[src/rtl/ovp_monitor.sv]
module ovp_monitor #(
  parameter int DW  = 12,
  parameter int SDW = 2,
  parameter int FDW = 4
) (
  input  logic           clk,
  input  logic           rst_n,
  input  logic           sample_tick,
  input  logic [DW-1:0]  ch1_code,
  input  logic [DW-1:0]  ch2_code,
  input  logic [DW-1:0]  ch3_code,
  input  logic [DW-1:0]  fast_code,
  input  logic [DW-1:0]  ch1_thr,
  input  logic [DW-1:0]  pair_thr,
  input  logic [DW-1:0]  fast_thr,
  input  logic [SDW-1:0] ch1_dbnc,
  input  logic [SDW-1:0] pair_dbnc,
  input  logic [FDW-1:0] fast_dbnc,
  input  logic           flag_clr,
  output logic           ch1_ovp,
  output logic           pair_ovp,
  output logic           pair_src,
  output logic           fast_ovp
);

  logic [SDW-1:0] c1_run, pr_run;
  logic [FDW-1:0] f_run;

  wire          c3_big   = ch3_code > ch2_code;
  wire [DW-1:0] pair_max = c3_big ? ch3_code : ch2_code;
  wire          c1_over  = ch1_code > ch1_thr;
  wire          pr_over  = pair_max > pair_thr;
  wire          f_over   = fast_code > fast_thr;

  always_ff @(posedge clk) begin
    if (!rst_n || flag_clr) begin
      ch1_ovp  <= 1'b0;
      pair_ovp <= 1'b0;
      pair_src <= 1'b0;
      fast_ovp <= 1'b0;
      c1_run   <= '0;
      pr_run   <= '0;
      f_run    <= '0;
    end else begin
      if (sample_tick) begin
        if (!c1_over) c1_run <= '0;
        else if (!ch1_ovp) begin
          if (c1_run >= ch1_dbnc) ch1_ovp <= 1'b1;
          else c1_run <= c1_run + 1'b1;
        end
        if (!pr_over) pr_run <= '0;
        else if (!pair_ovp) begin
          if (pr_run >= pair_dbnc) begin
            pair_ovp <= 1'b1;
            pair_src <= c3_big;
          end else pr_run <= pr_run + 1'b1;
        end
      end
      if (!f_over) f_run <= '0;
      else if (!fast_ovp) begin
        if (f_run >= fast_dbnc) fast_ovp <= 1'b1;
        else f_run <= f_run + 1'b1;
      end
    end
  end

  assert_ch1_set_cause_R2: assert property (@(posedge clk) disable iff (!rst_n)
    $rose(ch1_ovp) |-> $past(sample_tick) && $past(ch1_code > ch1_thr));
  assert_pair_set_cause_R4: assert property (@(posedge clk) disable iff (!rst_n)
    $rose(pair_ovp) |-> $past(sample_tick) &&
      ($past(ch2_code > pair_thr) || $past(ch3_code > pair_thr)));
  assert_src_held_R5: assert property (@(posedge clk) disable iff (!rst_n)
    pair_ovp && $past(pair_ovp) |-> $stable(pair_src));
  assert_fast_set_cause_R6: assert property (@(posedge clk) disable iff (!rst_n)
    $rose(fast_ovp) |-> $past(fast_code > fast_thr));
  assert_clear_wins_R7: assert property (@(posedge clk) disable iff (!rst_n)
    $past(flag_clr) && $past(rst_n) |-> !ch1_ovp && !pair_ovp && !fast_ovp);
  assert_sticky_R7: assert property (@(posedge clk) disable iff (!rst_n)
    $fell(ch1_ovp) || $fell(pair_ovp) || $fell(fast_ovp) |-> $past(flag_clr));

endmodule

[config.mk]
export PLATFORM = sky130hd
export DESIGN_NAME = ovp_monitor
export DESIGN_NICKNAME = d
export VERILOG_FILES = /design/src/rtl/ovp_monitor.sv
export SDC_FILE = /design/constraint.sdc
export NUM_CORES = 1
export LEC_CHECK = 0
export BUFFER_PORTS_ARGS = -buffer_cell sky130_fd_sc_hd__buf_2
export CAP_MARGIN = 20
export CELL_PAD_IN_SITES_DETAIL_PLACEMENT = 0
export CELL_PAD_IN_SITES_GLOBAL_PLACEMENT = 2
export CORE_MARGIN = 2
export CORE_UTILIZATION = 27
export CTS_CLUSTER_DIAMETER = 200
export CTS_CLUSTER_SIZE = 12
export DETAILED_ROUTE_END_ITERATION = 10
export PLACE_DENSITY = 0.9
export SYNTH_ARGS = -nofsm -noshare
export SYNTH_HDL_FRONTEND = slang
export SYNTH_SLANG_ARGS = --single-unit
[constraint.sdc]
create_clock -name clk -period 9 [get_ports clk]
set_input_delay 0 -clock clk [delete_from_list [all_inputs] [get_ports clk]]
set_output_delay 0 -clock clk [all_outputs]
set_load 0.005 [all_outputs]
After elaboration in Yosys (flattened, before gate mapping):

Cells that the tools add are included.

* register bits after elaboration: 12
* input bits: 96
* output and inout port bits: 4
* logic and storage cells: 47

* add/subtract/negate cells: 3
* magnitude comparators: 7
* equality and inequality tests: 4
* mux-type cells: 13
* bitwise logic cells: 4
* reduce and logical (&&, ||, !) cells: 9

Operator list (count)
* $gt A12 B12 Y1: 4
* $mux W12: 1
* $mux W2: 6
* $ne A2 B2 Y1 const B: 4
* $mux W1: 6
* $reduce_and A2 Y1: 3
* $reduce_and A3 Y1: 2
* $add A2 B1 Y2 const B: 2
* $add A4 B1 Y4 const B: 1
* $ge A2 B2 Y1: 2
* $ge A4 B4 Y1: 1
* $not A1 Y1: 4
* $reduce_and A4 Y1: 1
* $reduce_or A2 Y1: 1
* $logic_not A1 Y1: 1
* $logic_or A1 B1 Y1: 1

Logic depth before layout (Yosys ltp):

Gate-level depths: netlist of run 1.

* word-level depth: 5
* mapped depth: 16
* mapped depth without buffers: 15

Worst setup path before layout of run 1:

No wires, ideal clock.

* path type: input -> register
* start point: input port ch2_code[1]
* end point: register pair_src
* setup time: 0.115 ns
* arrival time: 2.902 ns
* data required time: 8.885 ns
* path slack: 5.983 ns
* stages on the path: 14
* path through: inv_1 ha_1 nor2b_1 o211ai_1 a211o_1 a31oi_2 clkbuf_1 o21ai_0 ha_1 a21o_1 a221o_1 a2111o_1 and3_1 o21a_1

* longest elaborated chain between the ends: 4

RTL lines
* from (decl): RTL line 10 `input logic [DW-1:0] ch2_code,`
* $gt A12 B12 Y1: RTL line 29 `wire c3_big = ch3_code > ch2_code;`
* $mux W12: RTL line 30 `wire [DW-1:0] pair_max = c3_big ? ch3_code : ch2_code;`
* $gt A12 B12 Y1: RTL line 32 `wire pr_over = pair_max > pair_thr;`
* $reduce_and A4 Y1 (no line)
* to (signal assigned): RTL line 55 `pair_src <= c3_big;`
* to (decl): RTL line 22 `output logic pair_src,`

Parallel ways exist; a longest one is shown, timed or not.
A chain may end at the register's enable or synchronous reset.

Worst setup path after layout of run 1:

* start point: input port ch2_code[10]
* end point: register pair_src

The elaborated chain is that of the path after synthesis.

==> results.md, run 1 <==
- Cell taking the most area after synthesis: ha_1
- Cell Chain, Critical Path: buf_2 -> inv_1 -> ha_1 -> nand4_1 -> a211o_1 -> a31oi_2 -> o21ai_0 -> ha_1 -> a21o_1 -> a221o_1 -> a2111o_1 -> and3_1 -> o21a_1
- Post-cts sizing count: 0
- Total die area: 8240 µm²
- Relative slew slack: 0.3643
- Drt first pass iters: 4
- Vias in the first global route: ~2000
- Port Buf Inserts: roughly 100
- Worst EP arrival: ~3.5 ns
- CP top delay family: compound AO/OA/AOI/OAI gates
- IO Pins: 100
- Yosys warning count: 0
- Minimum clock period: roughly 3.4 ns
- Final Hold Vio Count: 0
- Post-synthesis net count: approximately 420
- Setup TNS Final: 0 ns
- Cell count after synthesis: around 270
- CP bufs+invs: 2
- Crit path from: ch2_code[10]
- Area contributors post-synth: ha_1 35%, dfxtp_1 12%, inv_1 11%
- Setup clock skew after layout: roughly 0.00038 ns
- LEAKAGE: roughly 1.5 nW
- Status: completed
- Register area share after synthesis: 0.1182
- Initial antenna violation count: 0
- Reg2Reg Setup Slack: between 6 and 7 ns
- Top post-synthesis cells by count: 60 x inv_1, 57 x ha_1, 17 x o21ai_0
- Post-Syn Area: 2033 µm²
- Die H: 90.78 µm
- HP Class: primary input to flop
- First-pass GRT wire length: 8121 µm
- P&R area growth vs syn: 32.49%
- Number of flops mapped to enable cells by yosys: 0
- Max Clk Rate: slightly below 0.3 GHz
- Worst-path clk slew: ~0.05 ns
- Hold_buf cts: 0
- Count of standard-cell rows: 31
- FF+latch count, synth: 12
- Starting density of the core: 0.2803
- Worst path required time: about 9 ns
- Reg-to-reg critical path startpoint: f_run[0]
- CP Capture Type: flop
- CP Capture Point: pair_src
- Core Area: 7253 µm²
- Routed via count: approximately 2000
- Via/cell ratio: 4.418
- DR iter-0 viols: 22
- Period Utilization, post-route: 0.3760
- Power Dens Cells: between 70 and 80 nW/µm²
- Detailed Route WL: ~4700 µm
- Gpl congestion: ~0.8
- Crit Path Class: primary input to flop
- Drt drc: 0
- Die X-Extent: roughly 91 µm
- GR Util All Layers: 0.1144
- CTS tree: built
- Asr flop ratio synth: 0
- H-tree Lvls: 1
- Critical path depth: 13
- DP HPWL: approximately 4300 µm
- Root Driver: clkbuf_8
- CTS Buf Count: 3
- Post-CTS setup buffer count: 0
- Nets: around 520
- Worst VDD drop: about 48 µV
- CP max stage cell: a31oi_2
- Slew Limit Fails: 0
- Total gr overflow: 0
- Layout cells sized above 1: 0.2904
- RSZ-0062 raised after global routing: false
- R2r worst-path depth: 8
- Post-route ant nets: 0
- Wire per inst: about 10 µm
- Largest net degree at the start of global routing: 25
- Top cell type's share of synthesized area: 0.3508
- Clk buf depth: 2
- Avg Synthesized Cell Area: between 7 and 8 µm²
- Sink Count: 12
- Final core utilization: 0.3714
- Ys flop type: dfxtp_1
- Ant diodes: 0
- CP Launch Type: primary input
- MaxCap Viol Count: 0
- Crit path max fanout: 24
- Clock Latency Late Sink: approximately 0.23 ns
- Setup Viol. Count Final: 0
- Worst Tran Pin Value: approximately 0.95 ns
- Netlist cell types: 40
- Most frequent CP cell: ha_1
- Critical path's largest stage delay: between 0.7 and 0.8 ns
- R2R Path End: f_run[3]
- Most numerous cell in the Yosys netlist: inv_1
power by group:
group          leakage (nW)  internal, mW  switching, mW
Clock                0.0288        0.0385         0.0180
Sequential           0.0970        0.0543       0.000875
Combinational          1.42        0.0491         0.0488
Total                  1.55         0.142         0.0677
area by class of cell:
class,count,area (µm²)
Multi-Input combinational cell,190,1554
Sequential cell,12,240.2
Tap cell,99,123.9
Timing Repair Buffer,99,495.5
Inverter,60,225.2
Clock buffer,4,55.05
Fill cell,806,4559
worst min-delay path by stage:
stage	cells after the start	start	end	slack (ns)
floorplan	2	rst_n	pair_ovp	0.26
global placement	2	sample_tick	pr_run[0]	0.30
detailed placement	2	sample_tick	pr_run[0]	0.31
CTS	2	sample_tick	pr_run[0]	0.05
global route	2	sample_tick	pr_run[0]	0.07
finish	2	sample_tick	pr_run[0]	0.05
kinds of logic (layout without fill, tap and decap cells):
| logic type | after synthesis | count (layout) | synth area share |
|---|---|---|---|
| buffers and inverters | 63 | 163 | 0.1175 |
| AOI/OAI and AO/OA | 64 | 64 | 0.2154 |
| and+or+nand+nor | 61 | 61 | 0.1625 |
| adders and majority gates | 57 | 57 | 0.3508 |
| muxes | 2 | 2 | 0.009847 |
| DFF | 12 | 12 | 0.1182 |
| xor gates and xnor gates | 6 | 6 | 0.02585 |
metal layers:
metal / global-route usage / vias up / routed length [µm]
li1: - / 1122 / -
met1: 0.1464 / 866 / 2202
met2: 0.1978 / 56 / 2136
met3: 0.02170 / 6 / 266
met4: 0.02778 / 0 / 70
met5: 0 / - / 0
cell usage in the layout, fill, tap and decap left out, types with 2 or more instances in the layout:
master	Yosys	routed
xnor2_1	5	5
buf_2	2	99
nor3b_1	2	2
a21o_1	7	7
o211ai_1	3	3
nand2b_1	5	5
nand4_1	11	11
nor3_1	4	4
nor2_1	5	5
o21a_1	3	3
dfxtp_1	12	12
and2_1	2	2
a211oi_1	5	5
ha_1	57	57
nand2_1	15	15
a21boi_0	3	3
mux2i_1	2	2
nor2b_1	7	7
o21ai_0	17	17
a21oi_1	15	15
inv_1	60	60
nand3_1	4	4
clkbuf_8	0	4
a211o_1	2	2
registers in the layout (all words and copies together), names as in the netlist:
name	cells
pair_ovp	1
ch1_ovp	1
f_run	4
pair_src	1
pr_run	2
c1_run	2
fast_ovp	1
per-stage QoR:
stage	hold WS, ns	cell area (µm²)	setup slack (ns)	instances	power, mW
2_1_floorplan	0.2563	2033	5.983	265	0.1189
3_3_place_gp	0.3024	2639	5.372	460	0.1546
3_5_place_dp	0.3092	2639	5.362	460	0.1556
4_1_cts	0.05438	2694	5.601	464	0.2137
5_1_grt	0.06814	2694	5.235	464	0.2330
6_report	0.05342	2694	5.616	464	0.2097
No activity file was read; power rests on OpenSTA's default activity.
==> run 2, diff against run 1 <==
- ABC_AREA: not set -> 1
- CORE_UTILIZATION: 27 -> 22
- PLACE_DENSITY: 0.9 -> 0.79
- clock period: 9 -> 3.1 ns (I/O delays scaled with it)
==> run 2 against run 1 <==
Sequential power grew to 2.9 times the previous value. Flip-flop and latch count is the same. Global-route usage is 2.0 points lower. Non-clock buffer count did not move. Setup slack worse by 4.9 ns. First-iteration DRC count up 140%. Combinational power rose to 3.6 times the previous value. Total power increased to 3.1 times the previous value. Critical path type unchanged. Largest cell class unchanged.
==> results.md, run 2 <==
- Register area share after synthesis: 0.1054
- Clock Latency Late Sink: around 0.23 ns
- Pre-CTS setup slack: roughly 0.45 ns
- Initial antenna violation count: 0
- First-pass GRT wire length: between 9000 and 10000 µm
- Post-synthesis net count: between 400 and 500
- Vias in the first global route: approximately 2200
- Max reg flops: 4
- Biggest regs: f_run (4), c1_run (2), pr_run (2)
- MaxCap Viol Count: 0
- Post-cts sizing count: 0
- GR Layer Usage met2: 0.1673
- Reg2Reg Setup Slack: about 1.5 ns
- Post-Syn Area: between 2000 and 2500 µm²
- RSZ-0062 raised after global routing: false
- Post-route ant nets: 0
- R2r worst-path depth: 8
- CTS Buf Count: 3
- P&R area growth vs syn: 29.71%
- Post-CTS setup buffer count: 0
- Via/cell ratio: 3.932
- Gr busiest metal: met2
- FF+latch count, synth: 12
- Critical path's largest stage delay: ~0.33 ns
- Slew Limit Fails: 0
- DP HPWL: 4851 µm
- Yosys warning count: 0
- Drt first pass iters: 4
- Worst Tran Pin Value: just over 0.5 ns
- R2R Path End: f_run[2]
- Crit path max fanout: 24
- Cell taking the most area after synthesis: ha_1
- Largest net degree at the start of global routing: 25
- Cell Chain, Critical Path: buf_2 -> inv_1 -> ha_1 -> nand4_1 -> nor3_2 -> nand2_1 -> nand2_4 -> nor2_1 -> a21oi_2 -> ha_1 -> a21o_2 -> nor2_1 -> nand3_4 -> nand3_2 -> nand2_2 -> nand2_1 -> a21oi_1
- Crit path from: ch2_code[7]
- CP max stage cell: nand2_4
- CP Capture Type: flop
- Setup TNS Final: 0 ns
- Drt drc: 0
- Worst EP arrival: between 2 and 3 ns
- Hold Startpoint: sample_tick
- Top post-synthesis cells by count: 84 x inv_1, 57 x ha_1, 52 x nand2_1
- WHS: roughly 0.12 ns
- Relative slew slack: 0.6576
- Number of flops mapped to enable cells by yosys: 0
- Root Driver: clkbuf_8
- IO Pins: 100
- Starting density of the core: 0.2237
- Crit Path Class: primary input to flop
- Total gr overflow: 0
- Minimum clock period: roughly 2.4 ns
- Core Area: 10180 µm²
- Port Buf Inserts: 99
- CTS tree: built
- Largest Register: f_run
- Worst path required time: between 3 and 4 ns
- Gpl congestion: between 0.7 and 0.8
- Ys flop type: dfxtp_1
- Hold_buf cts: 0
- Top cell type's share of synthesized area: 0.3130
- Nets: 591
- Most numerous cell in the Yosys netlist: inv_1
- Layout cells sized above 1: 0.3257
- M1 GR Usage: 0.1230
- Cell count after synthesis: roughly 340
- Sink Count: 12
- Die X-Extent: 105.8 µm
- Power Dens Cells: ~220 nW/µm²
- Max Clk Rate: about 0.42 GHz
- LEAKAGE: 1.747 nW
- Clk buf depth: 2
- Worst VDD drop: 93.45 µV
- HP Class: primary input to flop
- Wire per inst: just over 9 µm
- Final Hold Vio Count: 0
- Area contributors post-synth: ha_1 31%, inv_1 14%, dfxtp_1 11%
- Avg Synthesized Cell Area: between 6 and 7 µm²
- Worst-path clk slew: ~0.050 ns
- Cells on Worst Hold Path: 3
- Grt met3 use: 0.01051
- Ant diodes: 0
- H-tree Lvls: 1
- Die H: about 110 µm
- Most frequent cells in the layout: 99 x buf_2, 84 x inv_1, 57 x ha_1
- Commonest non-fill, non-tap cell in the layout: buf_2
- Count of standard-cell rows: 37
- CP Capture Point: pr_run[1]
- Asr flop ratio synth: 0
- Period Utilization, post-route: 0.7653
- CP Launch Type: primary input
- Status: completed
- Final WS setup: approximately 0.73 ns
- Detailed Route WL: between 5000 and 6000 µm
- Routed via count: around 2200
- Reg-to-reg critical path startpoint: f_run[0]
- Netlist cell types: 32
- Total die area: approximately 11000 µm²
- GR Util All Layers: 0.09442
- Setup Viol. Count Final: 0
- DR iter-0 viols: 52
- Setup clock skew after layout: ~0.0007 ns
run 2: cell count changes in the layout (fill, tap and decap cells not counted), moves of 5 or more:
cell,change
a21o_1,-6
nand2b_1,-5
nor2_2,+9
inv_1,+24
nand2_1,+37
a211oi_1,-5
nand2_2,+6
o21ai_0,-11
nor2b_1,-7
a21oi_1,+14
nor2_1,+17
a21oi_2,+12
nand3_1,+9
run 2: stage by stage:
step           instances  utilization  power [mW]  cell area, µm²
2_1_floorplan        337            -      0.4131            2278
3_3_place_gp         569       0.2861      0.5177            2914
3_5_place_dp         569       0.2861      0.5200            2914
4_1_cts              572       0.2902      0.6617            2955
5_1_grt              572       0.2902      0.7253            2955
6_report             572       0.2902      0.6467            2955
run 2: layer usage:
metal / share of wire / routed length, µm / up-vias
met5: 0 / 0 / -
met4: 0.0069 / 36 / 0
met1: 0.48 / 2506 / 912
li1: - / - / 1272
met2: 0.45 / 2373 / 63
met3: 0.060 / 315 / 2
run 2: kinds of logic after synthesis:
logic type / share of synthesized area
AO/OA/AOI/OAI: 0.1461
XOR/XNOR: 0.01922
adder cells (fa/ha/maj): 0.3130
buffers and inverters: 0.1549
flip-flops: 0.1054
AND/OR/NAND/NOR: 0.2614
run 2: final cells by class:
class | count | area [µm²]
fill | 1171 | 7229
multi-input combinational | 236 | 1685
timing repair buffer | 99 | 495.5
inverter | 86 | 322.8
sequential | 12 | 240.2
tap | 136 | 170.2
clock buffer | 3 | 41.29
run 2: how the worst min path moves through the flow:
stage           endpoint  slack (ns)
6_report       c1_run[1]        0.12
5_1_grt        pr_run[0]        0.16
3_3_place_gp     ch1_ovp        0.36
4_1_cts        pr_run[1]        0.12
3_5_place_dp   pr_run[1]        0.38
2_1_floorplan    ch1_ovp        0.21
run 2: report_power, final:
part / leakage (nW) / internal [mW] / switching [mW] / total [mW]
Sequential: 0.0971 / 0.158 / 0.00376 / 0.162
Combinational: 1.63 / 0.158 / 0.190 / 0.348
Clock: 0.0216 / 0.0851 / 0.0512 / 0.136
Total: 1.75 / 0.402 / 0.245 / 0.647
run 2: worst max-delay path: cells and delay by family:
| kind | cells | cell delay [ns] |
|---|---|---|
| compound gates | 3 | 0.38 |
| fa+ha+maj | 2 | 0.57 |
| buf+inv | 2 | 0.13 |
| simple gates | 10 | 1.39 |
==> run 3, diff against run 2 <==
- CORE_UTILIZATION: 22 -> 25
- PLACE_DENSITY: 0.79 -> 0.84
- clock period: 3.1 -> 2.3 ns (I/O delays scaled with it)
==> run 3 against run 2 <==
Global-route usage up 2.1 points. Clock skew up 0.0025 ns. Combinational power is 74% higher. Register-to-register slack got worse by 0.82 ns. Via count increased by 10%. Utilization up 10 points. Critical path type unchanged. Critical endpoint is now pair_src. Largest cell class unchanged. Largest power group unchanged. Highest routed layer unchanged.
==> results.md, run 3 (same netlist as run 2, synthesis figures left out) <==
- Status: completed
- CP max stage cell: ha_1
- Dpl cell area: between 3000 and 4000 µm²
- H-tree Lvls: 1
- CTS Buf Count: 3
- Seq pwr share: 0.214
- Comb power frac: 0.594
- Pre-CTS setup slack: -0.3073 ns
- Port Buf Inserts: 99
- Worst path required time: ~2.4 ns
- MaxCap Viol Count: 0
- IO Pins: 100
- Sink Count: 12
- Setup clock skew after layout: between 0.003 and 0.004 ns
- Largest net degree at the start of global routing: 11
- Layout cells sized above 1: 0.4189
- Final WS setup: 0.09418 ns
- Count of standard-cell rows: 34
- Worst VDD drop: between 100 and 150 µV
- Wire per inst: 9.799 µm
- Reg2Reg Setup Slack: 0.68 ns
- Period Utilization, post-route: 0.9591
- Routed via count: about 2500
- Clock power share: 0.192
- Setup Viol. Count Final: 0
- Initial antenna violation count: 0
- Starting density of the core: 0.2600
- Pwr Total: 1.017 mW
- Switch Pwr: 0.3795 mW
- Largest Register: f_run
- Post-route ant nets: 0
- First-pass GRT wire length: approximately 9800 µm
- Drt drc: 0
- P&R area growth vs syn: 50.36%
- Crit path max fanout: 5
- Detailed Route WL: 5713 µm
- Total gr overflow: 0
- R2r worst-path depth: 8
- RSZ-0062 raised after global routing: true
- Total die area: 9893 µm²
- Max reg flops: 4
- Vias in the first global route: between 2000 and 3000
- CP Capture Type: flop
- Worst-path clk slew: 0.06 ns
- Nets: 630
- Cells on Worst Hold Path: 3
- CTS tree: built
- Commonest non-fill, non-tap cell in the layout: buf_2
- GR Util All Layers: 0.1158
- Cell Chain, Critical Path: buf_2 -> ha_4 -> nand2_1 -> o21ai_0 -> nand2_1 -> nand3_4 -> nand2_4 -> buf_6 -> nor2_4 -> a21oi_2 -> ha_1 -> nand4_1 -> nor2_4 -> nand2_2 -> nand3_4 -> nand4_1 -> a21oi_2 -> nor2_1
- CP Launch Type: primary input
- Crit Path Class: primary input to flop
- Power Dens Cells: 296.9 nW/µm²
- Biggest regs: f_run (4), c1_run (2), pr_run (2)
- DR iter-0 viols: between 60 and 70
- Worst Tran Pin Value: approximately 0.52 ns
- Final Instance Area: around 3400 µm²
- Hold_buf cts: 0
- Relative slew slack: 0.6494
- Ant diodes: 0
- LEAKAGE: 1.958 nW
- Via/cell ratio: 4.252
- Most frequent cells in the layout: 92 x buf_2, 80 x inv_1, 51 x nand2_1
- Core Area: roughly 8800 µm²
- Max Clk Rate: 0.4533 GHz
- Pint: ~0.64 mW
- Die X-Extent: ~100 µm
- DP HPWL: 4911 µm
- Die H: just under 100 µm
- Minimum clock period: about 2.2 ns
- Slew Limit Fails: 0
- Gpl congestion: about 0.8
- Root Driver: clkbuf_8
- Clk buf depth: 2
- Final Hold Vio Count: 0
- Drt first pass iters: 4
- HP Class: primary input to flop
- Clock Latency Late Sink: between 0.2 and 0.25 ns
- Net switching fraction of the power: 0.3730
- Worst EP arrival: between 2 and 2.5 ns
- Critical path's largest stage delay: 0.29 ns
## run 3: cell types whose count changed in the layout (fill, tap and decap cells not counted), moves of 3 or more
cell / previous run / this run
inv_2: 2 / 5
a21oi_1: 29 / 26
buf_4: 0 / 35
ha_4: 0 / 8
ha_1: 57 / 49
nor2_4: 1 / 5
buf_6: 0 / 9
buf_2: 99 / 92
inv_1: 84 / 80
nor2_2: 9 / 6
a21oi_2: 12 / 15
## run 3: final timing paths
kind,endpoint,start
max,pair_src,ch3_code[6]
min,c1_run[1],sample_tick
max reg2reg,f_run[2],f_run[0]
min reg2reg,ch1_ovp,ch1_ovp
## run 3: stage by stage
stage / instances / utilization / setup TNS [ns] / hold slack (ns)
2_1_floorplan: 337 / - / 0 / 0.2079
3_3_place_gp: 572 / 0.3551 / -0.8987 / 0.3514
3_5_place_dp: 572 / 0.3551 / -1.025 / 0.3527
4_1_cts: 577 / 0.3622 / 0 / 0.09923
5_1_grt: 583 / 0.3909 / -0.4055 / 0.1107
6_report: 583 / 0.3909 / 0 / 0.09993
## run 3: final cells by class
class                           count  area (µm²)
Fill cell                         925        5338
Clock buffer                        3       41.29
Sequential cell                    12       240.2
Timing Repair Buffer              137       839.6
Inverter                           86       325.3
Tap cell                          108       135.1
Multi-Input combinational cell    237        1844
## run 3: layer usage
layer,vias to the layer above,GRT usage,share of wire
li1,1359,-,-
met1,1052,0.1395,0.44
met2,62,0.2136,0.50
met3,6,0.01827,0.051
met4,0,0.02845,0.010
met5,-,0,0
## run 3: repair_timing
action	in CTS	in global routing
pin swaps	4	18
gates cloned	0	1
hold endpoints to repair	0	0
endpoints found under the setup margin	3	4
buffers inserted	2	5
gates resized for setup	3	37
## run 3: power groups by stage
| stage | registers, mW | clock network (mW) | logic (mW) |
|---|---|---|---|
| global route | 0.219 | 0.210 | 0.704 |
| global placement | 0.223 | 0 | 0.523 |
| detailed placement | 0.223 | 0 | 0.532 |
| CTS | 0.218 | 0.200 | 0.543 |
| finish | 0.218 | 0.195 | 0.604 |
| floorplan | 0.222 | 0 | 0.335 |
## run 3: worst max-delay path, delay by kind of cell
kind / cells / cell delay (ns)
AOI/OAI and AO/OA: 3 / 0.42
and+or+nand+nor: 11 / 1.11
buffers and inverters: 2 / 0.27
adders and majority gates: 2 / 0.55
